$ cat src/rtl/dsr_pkg.sv
package dsr_pkg;

    typedef enum logic [1:0] {
        ST_IDLE   = 2'd0,
        ST_MAIN   = 2'd1,
        ST_RECOMP = 2'd2,
        ST_DONE   = 2'd3
    } dsr_state_e;

    localparam logic [3:0] BCD_MAX = 4'd9;

    function automatic logic [3:0] nines(input logic [3:0] d);
        return BCD_MAX - d;
    endfunction

endpackage

$ cat src/rtl/dsr_digit_add.sv
module dsr_digit_add (
    input  logic [3:0] a_dig,
    input  logic [3:0] b_dig,
    input  logic       cin,
    output logic [3:0] sum_dig,
    output logic       cout
);
    logic [4:0] raw;
    logic [4:0] fixed;

    always_comb begin
        raw   = {1'b0, a_dig} + {1'b0, b_dig} + {4'b0, cin};
        fixed = raw + 5'd6;
        if (raw > 5'd9) begin
            sum_dig = fixed[3:0];
            cout    = 1'b1;
        end else begin
            sum_dig = raw[3:0];
            cout    = 1'b0;
        end
    end
endmodule

$ cat src/rtl/dsr_store.sv
module dsr_store #(
    parameter int N    = 8,
    parameter int IDXW = (N > 1) ? $clog2(N) : 1
) (
    input  logic            clk,
    input  logic            rst_n,
    input  logic            wr_en,
    input  logic [IDXW-1:0] idx,
    input  logic [3:0]      wr_dig,
    output logic [3:0]      rd_dig,
    output logic [4*N-1:0]  packed_q
);
    logic [3:0] dig_q [N];

    for (genvar i = 0; i < N; i++) begin : g_dig
        always_ff @(posedge clk or negedge rst_n) begin
            if (!rst_n) begin
                dig_q[i] <= 4'd0;
            end else if (wr_en && (idx == IDXW'(i))) begin
                dig_q[i] <= wr_dig;
            end
        end
        assign packed_q[4*i +: 4] = dig_q[i];
    end

    always_comb begin
        rd_dig = 4'd0;
        for (int k = 0; k < N; k++) begin
            if (idx == IDXW'(k)) rd_dig = dig_q[k];
        end
    end
endmodule

$ cat src/rtl/dsr_ctrl.sv
module dsr_ctrl
    import dsr_pkg::*;
#(
    parameter int N    = 8,
    parameter int IDXW = (N > 1) ? $clog2(N) : 1
) (
    input  logic            clk,
    input  logic            rst_n,
    input  logic            start,
    input  logic            op_sub,
    input  logic            dig_cout,
    output logic [IDXW-1:0] idx,
    output logic            carry,
    output logic            recomp,
    output logic            sub_mode,
    output logic            wr_en,
    output logic            busy,
    output logic            done,
    output logic            negative,
    output logic            overflow
);
    localparam logic [IDXW-1:0] LAST_IDX = IDXW'(N - 1);

    dsr_state_e      state_q, state_d;
    logic [IDXW-1:0] idx_q, idx_d;
    logic            carry_q, carry_d;
    logic            sub_q, sub_d;
    logic            neg_q, neg_d;
    logic            ovf_q, ovf_d;
    logic            last;

    assign last = (idx_q == LAST_IDX);

    // State register and its companion data registers
    always_ff @(posedge clk or negedge rst_n) begin
        if (!rst_n) begin
            state_q <= ST_IDLE;
            idx_q   <= '0;
            carry_q <= 1'b0;
            sub_q   <= 1'b0;
            neg_q   <= 1'b0;
            ovf_q   <= 1'b0;
        end else begin
            state_q <= state_d;
            idx_q   <= idx_d;
            carry_q <= carry_d;
            sub_q   <= sub_d;
            neg_q   <= neg_d;
            ovf_q   <= ovf_d;
        end
    end

    // Next-state logic
    always_comb begin
        state_d = state_q;
        idx_d   = idx_q;
        carry_d = carry_q;
        sub_d   = sub_q;
        neg_d   = neg_q;
        ovf_d   = ovf_q;
        unique case (state_q)
            ST_IDLE: begin
                if (start) begin
                    state_d = ST_MAIN;
                    idx_d   = '0;
                    carry_d = op_sub;
                    sub_d   = op_sub;
                    neg_d   = 1'b0;
                    ovf_d   = 1'b0;
                end
            end
            ST_MAIN: begin
                carry_d = dig_cout;
                if (last) begin
                    idx_d = '0;
                    if (sub_q && !dig_cout) begin
                        state_d = ST_RECOMP;
                        carry_d = 1'b0;
                    end else begin
                        state_d = ST_DONE;
                        ovf_d   = !sub_q && dig_cout;
                    end
                end else begin
                    idx_d = idx_q + 1'b1;
                end
            end
            ST_RECOMP: begin
                carry_d = dig_cout;
                if (last) begin
                    idx_d   = '0;
                    state_d = ST_DONE;
                    neg_d   = 1'b1;
                end else begin
                    idx_d = idx_q + 1'b1;
                end
            end
            ST_DONE: begin
                state_d = ST_IDLE;
            end
            default: begin
                state_d = ST_IDLE;
            end
        endcase
    end

    // Outputs
    always_comb begin
        busy   = 1'b0;
        done   = 1'b0;
        recomp = 1'b0;
        unique case (state_q)
            ST_IDLE:   ;
            ST_MAIN:   busy = 1'b1;
            ST_RECOMP: begin
                busy   = 1'b1;
                recomp = 1'b1;
            end
            ST_DONE:   done = 1'b1;
            default:   ;
        endcase
        wr_en    = busy;
        idx      = idx_q;
        carry    = carry_q;
        sub_mode = sub_q;
        negative = neg_q;
        overflow = ovf_q;
    end

    assert_done_pulse_R7: assert property (@(posedge clk) disable iff (!rst_n)
        done |=> !done);

    assert_busy_done_excl_R7: assert property (@(posedge clk) disable iff (!rst_n)
        !(busy && done));

    assert_idx_range_R6: assert property (@(posedge clk) disable iff (!rst_n)
        busy |-> (idx_q <= LAST_IDX));

    assert_first_digit_after_idle_R8: assert property (@(posedge clk) disable iff (!rst_n)
        (state_q == ST_MAIN && idx_q == '0) |-> ($past(state_q) == ST_IDLE));

    assert_recomp_after_full_pass_R4: assert property (@(posedge clk) disable iff (!rst_n)
        (state_q == ST_RECOMP && $past(state_q) == ST_MAIN) |-> ($past(idx_q) == LAST_IDX));

    assert_neg_needs_sub_R10: assert property (@(posedge clk) disable iff (!rst_n)
        negative |-> sub_q);

    assert_ovf_needs_add_R10: assert property (@(posedge clk) disable iff (!rst_n)
        overflow |-> !sub_q);
endmodule

$ cat src/rtl/dsr_top.sv
module dsr_top
    import dsr_pkg::*;
#(
    parameter int N    = 8,
    parameter int IDXW = (N > 1) ? $clog2(N) : 1
) (
    input  logic            clk,
    input  logic            rst_n,
    input  logic            start,
    input  logic            op_sub,
    input  logic [3:0]      x_dig,
    input  logic [3:0]      y_dig,
    output logic [IDXW-1:0] dig_idx,
    output logic            busy,
    output logic            done,
    output logic [4*N-1:0]  result,
    output logic            negative,
    output logic            overflow
);
    logic [IDXW-1:0] idx;
    logic            carry, recomp, sub_mode, wr_en;
    logic [3:0]      a_path, b_path, sum_dig, stored_dig;
    logic            dig_cout;

    dsr_ctrl #(.N(N), .IDXW(IDXW)) u_ctrl (
        .clk      (clk),
        .rst_n    (rst_n),
        .start    (start),
        .op_sub   (op_sub),
        .dig_cout (dig_cout),
        .idx      (idx),
        .carry    (carry),
        .recomp   (recomp),
        .sub_mode (sub_mode),
        .wr_en    (wr_en),
        .busy     (busy),
        .done     (done),
        .negative (negative),
        .overflow (overflow)
    );

    // Operand paths: first pass takes the caller's digits,
    // recomplement pass takes the stored digit and the constant one.
    always_comb begin
        if (recomp) begin
            a_path = (idx == '0) ? 4'd1 : 4'd0;
            b_path = nines(stored_dig);
        end else begin
            a_path = x_dig;
            b_path = sub_mode ? nines(y_dig) : y_dig;
        end
    end

    dsr_digit_add u_add (
        .a_dig   (a_path),
        .b_dig   (b_path),
        .cin     (carry),
        .sum_dig (sum_dig),
        .cout    (dig_cout)
    );

    dsr_store #(.N(N), .IDXW(IDXW)) u_store (
        .clk      (clk),
        .rst_n    (rst_n),
        .wr_en    (wr_en),
        .idx      (idx),
        .wr_dig   (sum_dig),
        .rd_dig   (stored_dig),
        .packed_q (result)
    );

    assign dig_idx = idx;

    assert_digit_bcd_R9: assert property (@(posedge clk) disable iff (!rst_n)
        wr_en |-> (sum_dig <= 4'd9));

    assert_recomp_stable_idx_R4: assert property (@(posedge clk) disable iff (!rst_n)
        (recomp && $past(recomp) && idx != '0) |-> (idx == $past(idx) + 1'b1));
endmodule

$ cat config.mk
export PLATFORM = sky130hd
export DESIGN_NAME = dsr_top
export DESIGN_NICKNAME = d
export VERILOG_FILES = /design/src/rtl/dsr_pkg.sv /design/src/rtl/dsr_digit_add.sv /design/src/rtl/dsr_store.sv /design/src/rtl/dsr_ctrl.sv /design/src/rtl/dsr_top.sv
export SDC_FILE = /design/constraint.sdc
export NUM_CORES = 1
export LEC_CHECK = 0
export ABC_AREA = 1
export BUFFER_PORTS_ARGS = -buffer_cell sky130_fd_sc_hd__clkbuf_2
export CAP_MARGIN = 20
export CORE_MARGIN = 2
export CORE_UTILIZATION = 44
export CTS_CLUSTER_SIZE = 20
export DETAILED_ROUTE_END_ITERATION = 8
export GPL_TIMING_DRIVEN = 0
export PLACE_DENSITY = 0.66
export SYNTH_ARGS = -nofsm -noshare
export SYNTH_HDL_FRONTEND = slang
export SYNTH_HIERARCHICAL = 1
export SYNTH_SLANG_ARGS = --single-unit
$ cat constraint.sdc
create_clock -name clk -period 9.35 [get_ports clk]
set_clock_uncertainty 0.05 [all_clocks]
set_input_delay 1.4025 -clock clk [delete_from_list [all_inputs] [get_ports clk]]
set_output_delay 1.4025 -clock clk [all_outputs]
set_load 0.05 [all_outputs]
==> flow_summary.ini <==
[grt]
grt_pass1_vias = 2111
maximum_number_of_pins_on_one_net_before_global_route_repair = 42
antenna_found_initial = 0
grt_first_pass_wirelength_mm = 9.76
grt_overflow = 0
aggregate_global_route_resource_usage_pct = 19.5

[logic_synthesis]
syn_area_per_cell_sq_um = 7.57
synthesis.nets = 366
netlist_instances = 338
yosys_warnings = 6
synthesis.area_sq_mm = 0.00256
synth-seq-cells = 41
synthDistinctLibCells = 24
seq_area_frac_synth_pct = 40.1

[clock_network]
numCtsBuffers = 5
root_buffer = clkbuf_8
clk-insertion-delay-late_ps = 290
cts_repair_resize_count = 0
cts_tree = done
cts_max_level = 2
post_cts.repair.setup_buffers = 0
cts_num_sinks = 41
cts_hold_buffers = 0
clk_path_buf_depth = 2
path_clk_slew_ps = 80

[worst_setup_path]
worst-endpoint-required_ps = 9460
arrival_ps = 3980
setup.worst_path.class = register to register
worstSetupEndpointType = register
maximum_fanout_along_the_worst_path = 10
setup.worst_path.start_class = register

[floorplanning]
start_util_pct = 45.9
core_area_sq_mm = 0.00557
die_w_microns = 80.3
site_row_count = 27
boundaryPins = 51
die_h_microns = 80.3
die_area_sq_mm = 0.00644

[hold_path]
hold_path.class = register to register

[route]
wl_per_cell_microns = 12.7
final_antenna_net_count = 0
drt_iter0_drc = 117
drt-total-wl_mm = 5.97
vias = 2373
detail_route.first_pass.iterations = 5
post-route-drc-count = 0
vias_per_cell = 5.06

[placed_design]
io_buffers = 50
hpwlAfterDp_mm = 4.50
globalplace.congestion = 0.822

[timing]
clock.fmax_mhz = 258
slew_headroom_pct = 71.3
setup_tns_ps = 0
final_min_period_over_clock_period_pct = 41.4
hold_violation_total_from_the_final_report = 0
setup-violations-final = 0
max_slew.worst_pin.slew_ps = 430
report.final.slew_viol_count = 0
grt_setup_unrepaired = false
period_needed_ps = 3870

[final_layout]
area_growth_syn_to_layout_pct = 19.3
antennaDiodeCount = 0
nets = 424
drive_gt1_share_pct = 21.2

[flow_run]
maxCapViolCount = 0

[outcome]
outcome = complete, no violations
layer usage:
metal | vias up | global-route usage, % | routed length [microns]
met2 | 68 | 32.3 | 2820
met1 | 1080 | 25.6 | 2790
met5 | - | 0 | 0
met3 | 11 | 3.15 | 257
met4 | 0 | 7.46 | 102
li1 | 1214 | - | -
registers in the layout (all words and copies together), names as in the netlist:
signal,flops
u_ctrl/negative,1
u_ctrl/carry,1
u_ctrl/idx,3
u_ctrl/sub_mode,1
u_ctrl/overflow,1
u_store/packed_q,32
u_ctrl/state_q,2
worst paths after layout:
check / start / endpoint / slack (ps) / cells past startpoint
hold reg to reg: u_ctrl/overflow / u_ctrl/overflow / 430 / 2
hold / removal: u_ctrl/overflow / u_ctrl/overflow / 430 / 2
setup / recovery: u_ctrl/idx[2] / u_store/packed_q[21] / 5480 / 19
setup reg to reg: u_ctrl/idx[2] / u_store/packed_q[21] / 5480 / 19
min in group asynchronous: rst_n / u_store/packed_q[4] / 980 / 1
max in group asynchronous: rst_n / u_store/packed_q[22] / 7790 / 2
cell families after synthesis:
logic type / after synthesis / share of synthesized area [%]
buf+inv: 52 / 8.61
flops: 41 / 40.1
fa+ha+maj: 16 / 8.41
compound gates: 43 / 9.44
simple gates: 186 / 33.4
cells in the mapped netlist:
master    count  area share (%)
nor3_4        3             1.9
inv_2         5            0.73
fa_1          2             1.6
nand2_1     100              15
nand4_1      18             4.4
o21ai_2       1            0.34
dfrtp_1      41              40
a21oi_1       2            0.39
or2_1         1            0.24
o21ai_0      37             7.2
o21ai_1       1            0.20
buf_4         1            0.29
nand3_1      35             6.8
a21oi_4       2             1.3
nand2_4       2            0.88
buf_2         3            0.59
inv_1        39             5.7
inv_4         1            0.24
nand2_2       5             1.2
nor2_1       21             3.1
clkbuf_1      1            0.15
ha_1         14             6.8
buf_6         2            0.88
nor3_1        1            0.20
layout by cell type, fill, tap and decap left out, types with 3 or more instances in the layout:
master,count
buf_2,3
clkbuf_2,50
clkbuf_8,5
dfrtp_1,41
ha_1,14
inv_1,39
inv_2,5
nand2_1,100
nand2_2,5
nand3_1,35
nand4_1,18
nor2_1,21
nor3_4,3
o21ai_0,37
worst max-delay path: stages, from the launching register on:
cell	delay (ps)
dfrtp_1	510
inv_2	210
clkbuf_1	350
nand4_1	120
nand4_1	130
nor2_1	50
nand4_1	90
or2_1	110
nand2_1	60
fa_1	450
fa_1	400
nand2_1	110
nand2_2	90
ha_1	260
a21oi_4	150
nand2_4	80
nand3_1	70
nand2_1	50
inv_1	250
o21ai_0	140
area by class of cell:
cell class                 count  area (sq um)
clock inverter                 3          65.1
sequential                    41          1030
buffer                         7          48.8
tap                           72          90.1
clock buffer                   5          68.8
multi-input combinational    245          1310
fill                         545          2520
timing repair buffer          51           270
inverter                      45           171
stage by stage:
step | util (%) | cells | cell area [sq um] | setup WS, ps | hold WS [ps]
4_1_cts | 54.4 | 468 | 3030 | 5460 | 435
2_1_floorplan | - | 338 | 2560 | 5680 | 440
6_report | 54.8 | 469 | 3050 | 5480 | 428
3_3_place_gp | 52.0 | 460 | 2900 | 5380 | 409
5_1_grt | 54.8 | 469 | 3050 | 5140 | 486
3_5_place_dp | 52.0 | 460 | 2900 | 5330 | 416
Power is not shown: default switching activity piles up to over one toggle a cycle in this logic, so the estimate is an artifact.
